$ cat config.mk
export PLATFORM = sky130hd
export DESIGN_NAME = crcn_step_unit
export DESIGN_NICKNAME = d
export VERILOG_FILES = /design/src/rtl/crcn_pkg.sv /design/src/rtl/crcn_rst_sync.sv /design/src/rtl/crcn_cfg_decode.sv /design/src/rtl/crcn_div_step.sv /design/src/rtl/crcn_step_unit.sv
export SDC_FILE = /design/constraint.sdc
export NUM_CORES = 1
export LEC_CHECK = 0
export BUFFER_PORTS_ARGS = -buffer_cell sky130_fd_sc_hd__buf_2
export CELL_PAD_IN_SITES_DETAIL_PLACEMENT = 0
export CELL_PAD_IN_SITES_GLOBAL_PLACEMENT = 1
export CORE_MARGIN = 1.5
export CORE_UTILIZATION = 30
export CTS_CLUSTER_SIZE = 12
export DETAILED_ROUTE_END_ITERATION = 8
export PLACE_DENSITY = 0.61
export REMOVE_ABC_BUFFERS = 1
export SLEW_MARGIN = 20
export SYNTH_ARGS = -nofsm -noshare
export SYNTH_HDL_FRONTEND = slang
export SYNTH_HIERARCHICAL = 1
export SYNTH_SLANG_ARGS = --single-unit
$ cat constraint.sdc
create_clock -name clk -period 3.2 [get_ports clk]
set_input_delay 0.16 -clock clk [delete_from_list [all_inputs] [get_ports clk]]
set_output_delay 0.16 -clock clk [all_outputs]
set_load 0.05 [all_outputs]
$ cat src/rtl/crcn_pkg.sv
package crcn_pkg;
  localparam int WORD_W    = 32;
  localparam int CRC_MAX   = 16;
  localparam int CHUNK_MAX = 8;

  // field positions decoded from the control word
  localparam int CHUNK_LSB = 0;
  localparam int CHUNK_FW  = $clog2(CHUNK_MAX);
  localparam int REV_BIT   = 8;
  localparam int INV_BIT   = 9;
  localparam int WIDTH_LSB = 12;
  localparam int WIDTH_FW  = $clog2(CRC_MAX);
  localparam int POLY_LSB  = 16;

  localparam int NW  = $clog2(CRC_MAX) + 1;
  localparam int MW  = $clog2(CHUNK_MAX) + 1;
  localparam int ALW = CRC_MAX + CHUNK_MAX;

  typedef enum logic {ST_IDLE = 1'b0, ST_BUSY = 1'b1} crcn_state_e;

  typedef struct packed {
    logic [CRC_MAX-1:0]   rem;
    logic [CRC_MAX-1:0]   poly;
    logic [CRC_MAX-1:0]   mask;
    logic [CRC_MAX-1:0]   top;
    logic [CHUNK_MAX-1:0] feed;
    logic [MW-1:0]        left;
    logic                 inv;
  } crcn_job_t;
endpackage

$ cat src/rtl/crcn_rst_sync.sv
module crcn_rst_sync #(
  parameter int STAGES = 2
) (
  input  logic clk,
  input  logic arst_n,
  output logic srst_n
);
  logic [STAGES-1:0] chain_q;

  always_ff @(posedge clk or negedge arst_n) begin
    if (!arst_n) chain_q <= '0;
    else         chain_q <= {chain_q[STAGES-2:0], 1'b1};
  end

  assign srst_n = chain_q[STAGES-1];
endmodule

$ cat src/rtl/crcn_cfg_decode.sv
module crcn_cfg_decode
  import crcn_pkg::*;
(
  input  logic [WORD_W-1:0] ctrl_i,
  input  logic [WORD_W-1:0] data_i,
  input  logic [WORD_W-1:0] seed_i,
  output crcn_job_t         job_o
);
  logic [NW-1:0]        n_w;
  logic [MW-1:0]        m_w;
  logic [CRC_MAX-1:0]   mask_w;
  logic [CHUNK_MAX-1:0] cmask_w;
  logic [CHUNK_MAX-1:0] chunk_w;
  logic [CHUNK_MAX-1:0] flip_w;
  logic [CHUNK_MAX-1:0] used_w;
  logic [CRC_MAX-1:0]   seed_w;
  logic [ALW-1:0]       wide_w;
  logic [ALW-1:0]       aligned_w;
  logic [ALW-1:0]       pre_w;
  logic                 rev_w;
  logic                 inv_w;

  always_comb begin
    n_w   = NW'(ctrl_i[WIDTH_LSB +: WIDTH_FW]) + NW'(1);
    m_w   = MW'(ctrl_i[CHUNK_LSB +: CHUNK_FW]) + MW'(1);
    rev_w = ctrl_i[REV_BIT];
    inv_w = ctrl_i[INV_BIT];

    mask_w  = {CRC_MAX{1'b1}} >> (NW'(CRC_MAX) - n_w);
    cmask_w = {CHUNK_MAX{1'b1}} >> (MW'(CHUNK_MAX) - m_w);
    chunk_w = data_i[CHUNK_MAX-1:0] & cmask_w;

    for (int i = 0; i < CHUNK_MAX; i++) begin
      flip_w[i] = chunk_w[CHUNK_MAX-1-i];
    end
    used_w = rev_w ? (flip_w >> (MW'(CHUNK_MAX) - m_w)) : chunk_w;

    seed_w = (inv_w ? ~seed_i[CRC_MAX-1:0] : seed_i[CRC_MAX-1:0]) & mask_w;

    wide_w = {{CRC_MAX{1'b0}}, used_w};
    if (NW'(m_w) > n_w) aligned_w = wide_w >> (NW'(m_w) - n_w);
    else                aligned_w = wide_w << (n_w - NW'(m_w));

    pre_w = wide_w << n_w;

    job_o.rem  = aligned_w[CRC_MAX-1:0] ^ seed_w;
    job_o.poly = ctrl_i[POLY_LSB +: CRC_MAX] & mask_w;
    job_o.mask = mask_w;
    job_o.top  = CRC_MAX'(1) << (n_w - NW'(1));
    job_o.feed = pre_w[CHUNK_MAX-1:0] << (MW'(CHUNK_MAX) - m_w);
    job_o.left = m_w;
    job_o.inv  = inv_w;
  end
endmodule

$ cat src/rtl/crcn_div_step.sv
module crcn_div_step #(
  parameter int W = 16
) (
  input  logic [W-1:0] rem_i,
  input  logic [W-1:0] poly_i,
  input  logic [W-1:0] mask_i,
  input  logic [W-1:0] top_i,
  input  logic         bit_i,
  output logic [W-1:0] rem_o
);
  logic          carry_w;
  logic [W-1:0]  shifted_w;

  always_comb begin
    carry_w   = |(rem_i & top_i);
    shifted_w = {rem_i[W-2:0], bit_i};
    rem_o     = (shifted_w ^ (carry_w ? poly_i : '0)) & mask_i;
  end
endmodule

$ cat src/rtl/crcn_step_unit.sv
module crcn_step_unit
  import crcn_pkg::*;
(
  input  logic              clk,
  input  logic              rst_n,
  input  logic              req_valid,
  output logic              req_ready,
  input  logic [WORD_W-1:0] ctrl,
  input  logic [WORD_W-1:0] data,
  input  logic [WORD_W-1:0] seed,
  output logic              done,
  output logic [WORD_W-1:0] result
);
  logic              srst_n;
  crcn_state_e       state_q, state_d;
  crcn_job_t         job_q, job_d, dec_job;
  logic              job_en;
  logic              done_q, done_d;
  logic [WORD_W-1:0] result_q, result_d;
  logic              result_en;
  logic [CRC_MAX-1:0] step_rem;
  logic [CRC_MAX-1:0] final_rem;
  logic              take;

  crcn_rst_sync #(.STAGES(2)) u_rst (
    .clk    (clk),
    .arst_n (rst_n),
    .srst_n (srst_n)
  );

  crcn_cfg_decode u_dec (
    .ctrl_i (ctrl),
    .data_i (data),
    .seed_i (seed),
    .job_o  (dec_job)
  );

  crcn_div_step #(.W(CRC_MAX)) u_step (
    .rem_i  (job_q.rem),
    .poly_i (job_q.poly),
    .mask_i (job_q.mask),
    .top_i  (job_q.top),
    .bit_i  (job_q.feed[CHUNK_MAX-1]),
    .rem_o  (step_rem)
  );

  assign req_ready = (state_q == ST_IDLE) && srst_n;
  assign take      = req_valid && req_ready;
  assign final_rem = (job_q.inv ? ~step_rem : step_rem) & job_q.mask;

  // next-state logic
  always_comb begin
    state_d   = state_q;
    job_d     = job_q;
    job_en    = 1'b0;
    done_d    = 1'b0;
    result_d  = result_q;
    result_en = 1'b0;
    unique case (state_q)
      ST_IDLE: begin
        if (take) begin
          job_d   = dec_job;
          job_en  = 1'b1;
          state_d = ST_BUSY;
        end
      end
      ST_BUSY: begin
        job_en     = 1'b1;
        job_d.rem  = step_rem;
        job_d.feed = job_q.feed << 1;
        job_d.left = job_q.left - MW'(1);
        if (job_q.left == MW'(1)) begin
          state_d   = ST_IDLE;
          done_d    = 1'b1;
          result_d  = {{(WORD_W-CRC_MAX){1'b0}}, final_rem};
          result_en = 1'b1;
        end
      end
      default: state_d = ST_IDLE;
    endcase
  end

  // registers
  always_ff @(posedge clk or negedge srst_n) begin
    if (!srst_n) begin
      state_q <= ST_IDLE;
      done_q  <= 1'b0;
    end else begin
      state_q <= state_d;
      done_q  <= done_d;
    end
  end

  always_ff @(posedge clk or negedge srst_n) begin
    if (!srst_n) job_q <= '0;
    else if (job_en) job_q <= job_d;
  end

  always_ff @(posedge clk or negedge srst_n) begin
    if (!srst_n) result_q <= '0;
    else if (result_en) result_q <= result_d;
  end

  assign done   = done_q;
  assign result = result_q;
endmodule

==> impl_summary.md <==
Setup path
Among all stages on the critical path, the largest delay is contributed by mux4_2. The number of buffers and inverters on the critical path is 2. The launch point of the worst reg-to-reg path is job_q[75]$_DFFE_PN0P_. The startpoint of the worst setup timing path is ctrl[0]. The launching element type of the critical path is a primary input. STA puts the critical path data required time at around 3.4 ns. At the worst endpoint, the arrival time is about 3.3 ns.

The worst setup path is captured at a flip-flop. The maximum net fanout on the critical path is 20. The signal on the critical path passes through buf_2 > buf_4 > ha_1 > mux2_4 > a311o_2 > a32oi_4 > nand2_4 > mux4_2 > a221o_1 > a21oi_1 > a31oi_2 > mux2i_1 > o21ai_0. The critical setup path kind is in -> reg.

The gate family responsible for the most delay along the worst path is compound AO/OA/AOI/OAI gates. The delay contributed by the slowest stage of the critical path is 0.53 ns.

Power and ir drop
The share of total power dissipated in sequential elements is around a third. The static leakage is between 4 and 5 nW. The worst-case IR drop observed on VDD is between 200 and 300 uV. The net switching power is 2.43 mW. The share of total power dissipated in the clock network is a little under a fifth. Dividing total power by cell area gives a power density of roughly 590 mW/mm^2. Of the total power, the share spent switching nets is 40.8%.

The share of total power dissipated in combinational logic is 48.3%. The internal power consumption is about 3.5 mW.

Die
The floorplan step set the die height to roughly 170 um. Measured along the x axis, the die boundary spans 170 um. The initial cell density of the core is between 30% and 40%. The total core area is approximately 0.027 sq mm. The floorplan die area is about 0.029 sq mm. The total I/O pin count is between 100 and 150. The initialized floorplan defines 60 standard-cell rows.

Timing
The final max-slew violation count is 0. Setup violations remaining at the end of the flow were counted as 0. Measured against its own limit, the worst slew margin works out to a little under a third. Setup repair after global routing left no endpoint under its margin. The maximum clock skew at final layout is around 0.010 ns. The slew of the pin with the lowest slew margin is just over 1 ns.

The achievable clock frequency is ~330 MHz. In the finished design, the share of the clock period the worst path needs comes to around 96%. The post-route minimum period is between 3 and 4 ns. The hold violation total from the final report is 0. Setup slack closes at between 0.1 and 0.15 ns.

Clock tree
The longest clock path from root to sink contains 2 buffers. TritonCTS built the clock tree. The number of clock buffers added by TritonCTS is 9.

CTS built an H-tree with a depth of 3. The latest clock arrival within the worst-skew pair is approximately 0.35 ns. The clock net in this run drives a total of 97 sinks.

After clock tree synthesis, the clock-pin slew on the worst setup and hold paths is roughly 0.070 ns. The library cell used as clock root buffer is clkbuf_16. The number of setup buffers added after CTS is 0.

Global route
The met3 track demand over resource is roughly 1.5%. The initial antenna violation count is 0. In this run the most used layer during global routing was met2. Global routing consumed, on the met1 layer, 24.2% of the routing resources. The global-route wire length before repair is 38,600 um. The number of global-route vias before repair is a little under 7k.

The global-route usage over all layers is 17.2%. Global routing used between 20% and 30% of the available met2 tracks. The largest net degree at the start of global routing is 70. The overflow left after global routing is 0.

Detailed routing
For this run, the detailed router's first-pass iteration total came to 7. In the routed design, unresolved DRC markers number 0. The count of nets left with antenna violations once routing finished came out at 0. The post-detailed-route wirelength per cell is around 17 um. The via density per instance is between 4 and 5. The number of DRC violations after detailed-routing iteration 0 is between 400 and 500. The total routed wirelength is 24,800 um.

The count of vias placed by the detailed router is 7,251.

Layout
The layout net count is 1,195. The count of non-filler cells in the finished layout is around 1.5k. Relative to the synthesized area, the layout overhead comes to 21.2%.

The count of antenna diodes in the layout is 0. The fraction of layout instances using a drive strength above 1 is 30.0%.

Synth
The share of flip-flops with an asynchronous set or reset after synthesis is 100%. During synthesis, Yosys emitted a total of 6 warnings. Summing the sequential cell areas from Yosys gives between 20 and 30% of the chip area. The number of flops mapped to enable cells by yosys is 0. After synthesis the netlist holds a flip-flop and latch count of a little under 100. The post-synthesis average cell area is roughly 9.1 sq um. The post-synthesis instance total is between 900 and 1k. The most used flip-flop cell after synthesis is dfrtp_1. The cell area that synthesis handed to floorplanning was 0.00834 sq mm.

Synthesis instantiated 84 different standard cells from the library.

Job
Max-cap violations in this run came to 0.

Place
The total instance count after detailed placement is about 1.4k. The quantity of I/O buffers inserted on ports is between 60 and 70. The post-DP HPWL is between 15,000 and 20,000 um. At the end of routability-driven placement, the weighted congestion stood at between 0.8 and 0.9. OpenSTA, run right after detailed placement, puts the worst setup slack at -0.296 ns.

Outcome
The flow ran to the end, and the final reports show no timing, DRC or antenna violations.

Hold path
The min-delay analysis places its worst path in the category in -> async.
## sequential cells by signal (all words and copies together), names as in the netlist
name / flops
result: 16
done: 1
u_rst/chain_q: 2
state_q: 1
job_q: 77
## worst register-to-register path, stage by stage, from the launching register on
cell and delay, ns:
dfrtp_1 0.45, a22o_1 0.22, a221oi_1 0.31, and4_4 0.53, o21ai_1 0.13, a21boi_2 0.17, xor2_1 0.16, nand2_1 0.07
o21ai_0 0.15
## timing repair
action | 4_1_cts | 5_1_grt
gates resized for setup | 0 | 13
hold buffers | 1 | 0
hold endpoints to repair | 2 | 0
endpoints found under the setup margin | 0 | 20
## logic make-up (layout without fill, tap and decap cells)
family,Yosys count,count (layout),synth area share (%)
simple gates,301,301,18.3
fa+ha+maj,25,25,3.84
other cells,2,17,0.0901
mux,97,97,15.3
xor+xnor,64,64,6.72
buf+inv,117,262,7.94
compound gates,216,216,18.6
flops,97,97,29.1
## layout make-up
cell class / instances / area (sq um)
inverter: 44 / 165
clock inverter: 4 / 51.3
fill: 2840 / 17000
timing repair buffer: 202 / 1370
tap: 372 / 465
clock buffer: 12 / 256
sequential: 97 / 2430
multi-input combinational: 720 / 5360
## cell usage after synthesis (all sizes together) (5+ instances only)
library cell,instances,share of area (%)
nand3,20,1.2
o21ai,73,4.4
and3,24,1.9
and2,26,2.0
xnor2,28,2.9
a211oi,12,1.1
a31oi,11,0.83
buf,46,4.7
mux2i,34,4.1
nor2b,14,1.1
ha,20,3.0
a22o,7,0.74
nor2,43,1.9
nand3b,5,0.45
nand2,107,5.0
a221oi,8,0.92
nor3,15,0.90
inv,42,1.9
dfrtp,97,29
or3,19,1.5
nand2b,6,0.45
o211ai,6,0.54
a21boi,17,2.3
nor3b,6,0.54
a32oi,7,0.96
clkbuf,27,1.2
mux4,5,1.4
a21oi,24,1.4
xor2,36,3.8
mux2,58,9.9
## stage by stage
| stage | utilization (%) | hold WS (ns) | power [mW] | setup TNS, ns | area [sq um] |
|---|---|---|---|---|---|
| 6_report | 37.3 | 0.110 | 5.97 | 0 | 10100 |
| 4_1_cts | 37.1 | 0.101 | 6.00 | 0 | 10000 |
| 2_1_floorplan | - | -0.136 | 3.89 | -171.83 | 7900 |
| 5_1_grt | 37.3 | 0.134 | 6.38 | 0 | 10100 |
| 3_5_place_dp | 35.9 | -0.0543 | 4.84 | -4.64 | 9730 |
| 3_3_place_gp | 35.9 | -0.0546 | 4.81 | -3.26 | 9730 |
## metal layers
layer  vias to the layer above  wire [um]
li1                       3548          -
met1                      3502      12000
met2                       187      11700
met3                        14        942
met4                         0        221
met5                         -          0
## power groups by stage
stage / Sequential, mW / Clock (mW) / Combinational, mW
floorplan: 2.20 / 0 / 1.70
global placement: 1.98 / 0 / 2.84
detailed placement: 1.98 / 0 / 2.86
CTS: 1.96 / 1.16 / 2.88
global route: 2.02 / 1.21 / 3.15
finish: 1.96 / 1.13 / 2.88
## cell usage in the layout, fill, tap and decap left out, types with 19 or more instances in the layout
cell type	count
nor2_1	42
mux2_4	46
ha_1	19
dfrtp_1	96
and3_1	22
inv_1	42
o21ai_0	54
a21oi_1	24
nand3_1	20
nand2_1	105
mux2i_1	34
buf_2	69
xor2_1	36
and2_1	26
xnor2_1	28
buf_4	130
## final timing paths
kind                       depth (start not counted)                    endpoint  slack (ns)
max reg2reg                                        8       result[9]$_DFFE_PN0P_        0.92
max in group asynchronous                          1      result[13]$_DFFE_PN0P_        1.65
min in group clk                                   3       job_q[51]$_DFFE_PN0P_        0.14
min                                                2  u_rst/chain_q[1]$_DFF_PN0_        0.11
min reg2reg                                        0       job_q[31]$_DFFE_PN0P_        0.28
max                                               13       job_q[12]$_DFFE_PN0P_        0.13
No activity file was read; power rests on OpenSTA's default activity.
